==> src/rtl/spi_cs_seq_pkg.sv <==
package spi_cs_seq_pkg;

    typedef enum logic [2:0] {
        SEQ_IDLE  = 3'd0,
        SEQ_LEAD  = 3'd1,
        SEQ_SHIFT = 3'd2,
        SEQ_TRAIL = 3'd3,
        SEQ_HOLD  = 3'd4
    } seq_state_e;

endpackage

==> src/rtl/spi_half_timer.sv <==
module spi_half_timer #(
    parameter int DIVW = 8
) (
    input  logic            clk,
    input  logic            rst_n,
    input  logic            run,
    input  logic [DIVW-1:0] half,
    output logic            phase_end
);
    logic [DIVW-1:0] cnt_d, cnt_q;
    logic [DIVW-1:0] limit;

    // a half period of zero behaves as one clock
    assign limit     = (half == '0) ? '0 : half - 1'b1;
    assign phase_end = run && (cnt_q >= limit);

    always_comb begin
        if (!run || phase_end) cnt_d = '0;
        else                   cnt_d = cnt_q + 1'b1;
    end

    always_ff @(posedge clk) begin
        if (!rst_n) cnt_q <= '0;
        else        cnt_q <= cnt_d;
    end
endmodule

==> src/rtl/spi_gap_timer.sv <==
module spi_gap_timer #(
    parameter int GAPW = 8
) (
    input  logic            clk,
    input  logic            rst_n,
    input  logic            load,
    input  logic [GAPW-1:0] load_val,
    output logic            expired
);
    logic [GAPW-1:0] cnt_d, cnt_q;

    assign expired = (cnt_q == '0);

    always_comb begin
        if (load)         cnt_d = load_val;
        else if (expired) cnt_d = '0;
        else              cnt_d = cnt_q - 1'b1;
    end

    always_ff @(posedge clk) begin
        if (!rst_n) cnt_q <= '0;
        else        cnt_q <= cnt_d;
    end
endmodule

==> src/rtl/spi_shreg.sv <==
module spi_shreg #(
    parameter int WORD = 8
) (
    input  logic            clk,
    input  logic            rst_n,
    input  logic            load,
    input  logic [WORD-1:0] load_data,
    input  logic            shift,
    input  logic            sample,
    input  logic            sin,
    output logic            sout,
    output logic [WORD-1:0] rx_next
);
    typedef struct packed {
        logic [WORD-1:0] tx;
        logic [WORD-1:0] rx;
    } sh_t;

    sh_t sh_d, sh_q;

    assign sout    = sh_q.tx[WORD-1];
    assign rx_next = {sh_q.rx[WORD-2:0], sin};

    always_comb begin
        sh_d = sh_q;
        if (load)       sh_d.tx = load_data;
        else if (shift) sh_d.tx = {sh_q.tx[WORD-2:0], 1'b0};
        if (sample)     sh_d.rx = rx_next;
    end

    always_ff @(posedge clk) begin
        if (!rst_n) sh_q <= '0;
        else        sh_q <= sh_d;
    end
endmodule

==> src/rtl/spi_cs_seq.sv <==
module spi_cs_seq
    import spi_cs_seq_pkg::*;
#(
    parameter int NCS  = 4,
    parameter int WORD = 8,
    parameter int DIVW = 8,
    parameter int GAPW = 8
) (
    input  logic            clk,
    input  logic            rst_n,
    input  logic [NCS-1:0]  cfg_idle_cs,
    input  logic [DIVW-1:0] cfg_half_div,
    input  logic [GAPW-1:0] cfg_lead_gap,
    input  logic [GAPW-1:0] cfg_trail_gap,
    input  logic            tx_valid,
    output logic            tx_ready,
    input  logic [WORD-1:0] tx_data,
    input  logic [NCS-1:0]  tx_cs_act,
    input  logic            tx_hold,
    output logic            rx_valid,
    output logic [WORD-1:0] rx_data,
    output logic            sclk,
    output logic            mosi,
    input  logic            miso,
    output logic [NCS-1:0]  cs
);
    localparam int BITW = (WORD > 1) ? $clog2(WORD) : 1;
    localparam logic [BITW-1:0] LAST_BIT = BITW'(WORD - 1);

    typedef struct packed {
        seq_state_e      state;
        logic [NCS-1:0]  cs;
        logic            sclk;
        logic [BITW-1:0] bitcnt;
        logic            hold;
        logic            rx_valid;
        logic [WORD-1:0] rx_data;
    } seq_t;

    localparam seq_t SEQ_RST = '{
        state:    SEQ_IDLE,
        cs:       '1,
        sclk:     1'b0,
        bitcnt:   '0,
        hold:     1'b0,
        rx_valid: 1'b0,
        rx_data:  '0
    };

    seq_t seq_d, seq_q;

    logic            accept;
    logic            phase_end;
    logic            gap_load;
    logic [GAPW-1:0] gap_val;
    logic            gap_expired;
    logic            sh_load, sh_shift, sh_sample;
    logic [WORD-1:0] rx_next;

    assign tx_ready = (seq_q.state == SEQ_IDLE) || (seq_q.state == SEQ_HOLD);
    assign accept   = tx_valid && tx_ready;

    spi_half_timer #(.DIVW(DIVW)) u_half (
        .clk       (clk),
        .rst_n     (rst_n),
        .run       (seq_q.state == SEQ_SHIFT),
        .half      (cfg_half_div),
        .phase_end (phase_end)
    );

    spi_gap_timer #(.GAPW(GAPW)) u_gap (
        .clk      (clk),
        .rst_n    (rst_n),
        .load     (gap_load),
        .load_val (gap_val),
        .expired  (gap_expired)
    );

    spi_shreg #(.WORD(WORD)) u_shreg (
        .clk       (clk),
        .rst_n     (rst_n),
        .load      (sh_load),
        .load_data (tx_data),
        .shift     (sh_shift),
        .sample    (sh_sample),
        .sin       (miso),
        .sout      (mosi),
        .rx_next   (rx_next)
    );

    always_comb begin
        seq_d          = seq_q;
        seq_d.rx_valid = 1'b0;
        gap_load       = 1'b0;
        gap_val        = '0;
        sh_load        = 1'b0;
        sh_shift       = 1'b0;
        sh_sample      = 1'b0;

        // a new word starts from idle or straight from the held levels
        if (accept) begin
            sh_load      = 1'b1;
            seq_d.cs     = tx_cs_act;
            seq_d.hold   = tx_hold;
            seq_d.bitcnt = '0;
            seq_d.sclk   = 1'b0;
            if (cfg_lead_gap == '0) begin
                seq_d.state = SEQ_SHIFT;
            end else begin
                seq_d.state = SEQ_LEAD;
                gap_load    = 1'b1;
                gap_val     = cfg_lead_gap - 1'b1;
            end
        end else begin
            unique case (seq_q.state)
                SEQ_IDLE: begin
                    seq_d.cs = cfg_idle_cs;
                end
                SEQ_LEAD: begin
                    if (gap_expired) seq_d.state = SEQ_SHIFT;
                end
                SEQ_SHIFT: begin
                    if (phase_end) begin
                        if (!seq_q.sclk) begin
                            seq_d.sclk = 1'b1;
                            sh_sample  = 1'b1;
                            if (seq_q.bitcnt == LAST_BIT) begin
                                seq_d.rx_valid = 1'b1;
                                seq_d.rx_data  = rx_next;
                            end
                        end else begin
                            seq_d.sclk = 1'b0;
                            if (seq_q.bitcnt != LAST_BIT) begin
                                seq_d.bitcnt = seq_q.bitcnt + 1'b1;
                                sh_shift     = 1'b1;
                            end else if (seq_q.hold) begin
                                seq_d.state = SEQ_HOLD;
                            end else if (cfg_trail_gap == '0) begin
                                seq_d.state = SEQ_IDLE;
                                seq_d.cs    = cfg_idle_cs;
                            end else begin
                                seq_d.state = SEQ_TRAIL;
                                gap_load    = 1'b1;
                                gap_val     = cfg_trail_gap - 1'b1;
                            end
                        end
                    end
                end
                SEQ_TRAIL: begin
                    if (gap_expired) begin
                        seq_d.state = SEQ_IDLE;
                        seq_d.cs    = cfg_idle_cs;
                    end
                end
                SEQ_HOLD: begin
                    // levels of the held word stay on the pins
                end
                default: seq_d.state = SEQ_IDLE;
            endcase
        end
    end

    always_ff @(posedge clk) begin
        if (!rst_n) seq_q <= SEQ_RST;
        else        seq_q <= seq_d;
    end

    assign sclk     = seq_q.sclk;
    assign cs       = seq_q.cs;
    assign rx_valid = seq_q.rx_valid;
    assign rx_data  = seq_q.rx_data;

endmodule

==> config.mk <==
export PLATFORM = sky130hd
export DESIGN_NAME = spi_cs_seq
export DESIGN_NICKNAME = d
export VERILOG_FILES = /design/src/rtl/spi_cs_seq_pkg.sv /design/src/rtl/spi_half_timer.sv /design/src/rtl/spi_gap_timer.sv /design/src/rtl/spi_shreg.sv /design/src/rtl/spi_cs_seq.sv
export SDC_FILE = /design/constraint.sdc
export NUM_CORES = 1
export LEC_CHECK = 0
export BUFFER_PORTS_ARGS = -buffer_cell sky130_fd_sc_hd__buf_4
export CORE_MARGIN = 2
export CORE_UTILIZATION = 42
export DETAILED_ROUTE_END_ITERATION = 6
export SLEW_MARGIN = 10
export SYNTH_ARGS = -nofsm -noshare
export SYNTH_HDL_FRONTEND = slang
export SYNTH_SLANG_ARGS = --single-unit
export TNS_END_PERCENT = 1
==> constraint.sdc <==
create_clock -name clk -period 6.25 [get_ports clk]
set_clock_uncertainty 0.1 [all_clocks]
set_input_delay 0 -clock clk [delete_from_list [all_inputs] [get_ports clk]]
set_output_delay 0 -clock clk [all_outputs]
set_load 0.01 [all_outputs]
==> summary.md <==
| Metric | Value |
|---|---|
| CTS tree | built |
| CTS H-tree lvls | 2 |
| Ys async rst share | 0 |
| Instance area after placement | 3830 sq um |
| Power Density | 273 nW/um^2 |
| Synth area leader | dfxtp_1 |
| Die height | 94.1 microns |
| Area growth, synth to finish | 20.6% |
| CTS clk-pin slew, worst paths | 100 ps |
| Crit path DAT | 3620 ps |
| Top cells by area, synth | dfxtp_1 (31%), ha_1 (6.2%), nand2_1 (4.3%) |
| Pre-antenna DRT Iters | 4 |
| GRT overflow | 0 |
| Status | finished clean |
| Routed vias | 3,297 |
| Vias/cell | 5.67 |
| Leakage | 0.00160 uW |
| Seq/Total Area, Yosys | 0.306 |
| RSZ-0062 raised after global routing | false |
| Synth Register Bits | 52 |
| Area of the die | 8850 sq um |
| Nets | 540 |
| Row Count | 32 |
| Initial DRC count | 138 |
| Core area | 7810 sq um |
| Post-Syn Instances | 428 |
| Routed WL | 8440 microns |
| Post-CTS sizing | 0 |
| Initial antenna violation count | 0 |
| Ant. Diodes | 0 |
| Starting density of the core | 0.436 |
| Global-route usage over all layers | 0.194 |
| Root Driver | clkbuf_8 |
| GP Congestion | 0.875 |
| Number of synthesized flops with an enable pin | 0 |
| Hold_ws | 23.6 ps |
| Clock sinks | 52 |
| Share of cells above drive strength 1 | 0.165 |
| Worst R2R Start | u_half.cnt_q[5] |
| Syn avg cell area | 7.96 sq um |
| IO Count | 61 |
| Final Max Slew Viols | 0 |
| Unique masters post-synth | 53 |
| Tot Pwr | 1120 uW |
| Design Area, Final | 4110 sq um |
| Drt drc | 0 |
| Tmin final | 3480 ps |
| CP Launch Point | cfg_half_div[0] |
| Main flop type after synthesis | dfxtp_1 |
| Final Hold Vio Count | 0 |
| Maximum VDD drop | 124 uV |
| Worst skew pair latency | 310 ps |
| DP Wirelength | 6050 microns |
| First-pass GRT wire length | 14,100 microns |
| MaxCap Viol Count | 0 |
| Routed WL per cell | 14.5 microns |
| Antenna-violating nets left | 0 |
| CTS max path bufs | 2 |
| Die width | 94.1 microns |
| Slew headroom | 0.274 |
| Number of buffer cells added on primary ports | 60 |
| Required time worst endpoint | 6400 ps |
| Crit share post-route | 0.556 |
| TritonCTS Buffers | 5 |
| Pin count of the biggest net entering global routing | 38 |
| Final setup vio count | 0 |
| Syn. warnings | 0 |
| Worst hold path type | input pin to flop |
| Synth Net Count | 490 |
| CP Class | input pin to flop |
| Yosys top cell area share | 0.306 |
| Hold path start | rst_n |
| Setup Total Neg Slack | 0 ps |
| Crit Path Max Fanout | 12 |
| Synth Cell Area | 3410 sq um |
| Vias in the first global route | 3,094 |
| F_max | 0.288 GHz |
| Critical path capture point type | flop |
| Tightest Pin Transition | 1080 ps |
| Critical path startpoint category | input pin |
==> Yosys cell counts, drive strengths merged (3+ instances only) <==
library cell   n
ha            17
nand2b         8
nor4          12
xnor2          4
inv           15
nand2         39
dfxtp         52
or4           10
and3           4
nor3           4
buf           14
a41oi          7
o211ai         7
nor2b          5
or3            7
a21oi         26
mux2i         13
a211oi        10
nor2          35
clkbuf        23
a21o           3
o31ai         13
a31oi          5
nor3b          5
o221ai         4
o21ai         25
o21a           5
nand4          9
xor2          13
nand3         10
==> logic make-up after synthesis <==
| logic type | count (synthesis) | share of synthesized area |
|---|---|---|
| AOI/OAI and AO/OA | 119 | 0.232 |
| xor gates and xnor gates | 17 | 0.0437 |
| adders and majority gates | 17 | 0.0625 |
| buffers and inverters | 54 | 0.0731 |
| DFF | 52 | 0.306 |
| muxes | 14 | 0.0415 |
| and+or+nand+nor | 155 | 0.242 |
==> flip-flops by register name, summed over array words and instances, names as in the netlist <==
| name | flops |
|---|---|
| cs | 4 |
| rx_data | 8 |
| rx_valid | 1 |
| sclk | 1 |
| seq_q | 7 |
| u_gap.cnt_q | 8 |
| u_half.cnt_q | 8 |
| u_shreg.rx_next | 7 |
| u_shreg.sh_q | 7 |
| u_shreg.sout | 1 |
==> placed cells by master (no fill, tap or decap), drive strengths merged, types with 2 or more instances in the layout <==
cell         synthesis  layout
a41oi                7       7
o21a                 5       5
inv                 15      16
buf                 14      62
a311oi               2       2
nor2                35      35
xnor2                4       4
nor4                12      12
a21o                 3       3
o21ai               25      25
ha                  17      17
o221ai               4       4
dfxtp               52      52
or3                  7       7
nand2               39      39
and4                 2       2
a21oi               26      26
dlygate4sd3          0      18
nand4                9       9
nor2b                5       5
mux2i               13      13
nand3               10      10
nand2b               8       8
clkbuf              23       5
xor2                13      13
nor3                 4       4
or4                 10      10
a31oi                5       5
o31ai               13      13
a211o                2       2
and3                 4       4
a21boi               2       2
o211ai               7       7
clkinv               2       4
nor3b                5       5
a211oi              10      10
==> worst max-delay path, stage by stage <==
cell and delay, ps:
buf_4 110, inv_1 60, ha_1 150, nor2b_1 240
nand3b_1 150, or3_1 410, and2_1 200, ha_1 270
nor2b_1 50, o21a_1 180, o21ai_1 700, buf_4 320
and4_1 540, mux2i_1 240
==> layer usage <==
layer | global-route usage | wire length, microns | vias to the layer above
met5 | 0 | 0 | -
met4 | 0.0483 | 74 | 0
met3 | 0.0281 | 428 | 6
met2 | 0.329 | 3990 | 92
met1 | 0.260 | 3950 | 1521
li1 | - | - | 1678
==> through the flow <==
stage,instances,utilization,setup WS (ps)
2_1_floorplan,428,-,3400
3_3_place_gp,555,0.490,2580
3_5_place_dp,555,0.490,2460
4_1_cts,581,0.525,2780
5_1_grt,581,0.526,2490
6_report,581,0.526,2770
==> report_power, final <==
part | total [uW] | switching, uW | leakage [uW] | internal [uW]
clock | 198 | 118 | 0.0000485 | 80.5
combinational | 489 | 283 | 0.00113 | 207
sequential | 435 | 48.6 | 0.000425 | 386
total | 1120 | 449 | 0.00160 | 674
==> final timing paths <==
kind	end	slack, ps	cells after the start
setup / recovery	rx_data[6]	2770	14
hold / removal	rx_data[5]	20	3
setup reg to reg	rx_data[6]	3270	7
hold reg to reg	rx_data[0]	360	2
==> timing repair <==
item,CTS,global route
setup buffers,0,0
hold buffers,18,0
endpoints found under the hold margin,15,0
==> area by class of cell <==
cell class | instances | area [sq um]
timing repair buffer | 80 | 646
clock inverter | 3 | 22.5
clock buffer | 5 | 68.8
tap | 102 | 128
inverter | 17 | 63.8
sequential | 52 | 1040
multi-input combinational | 322 | 2140
fill | 753 | 3700
Note: power is estimated with default switching activity, not from simulation.
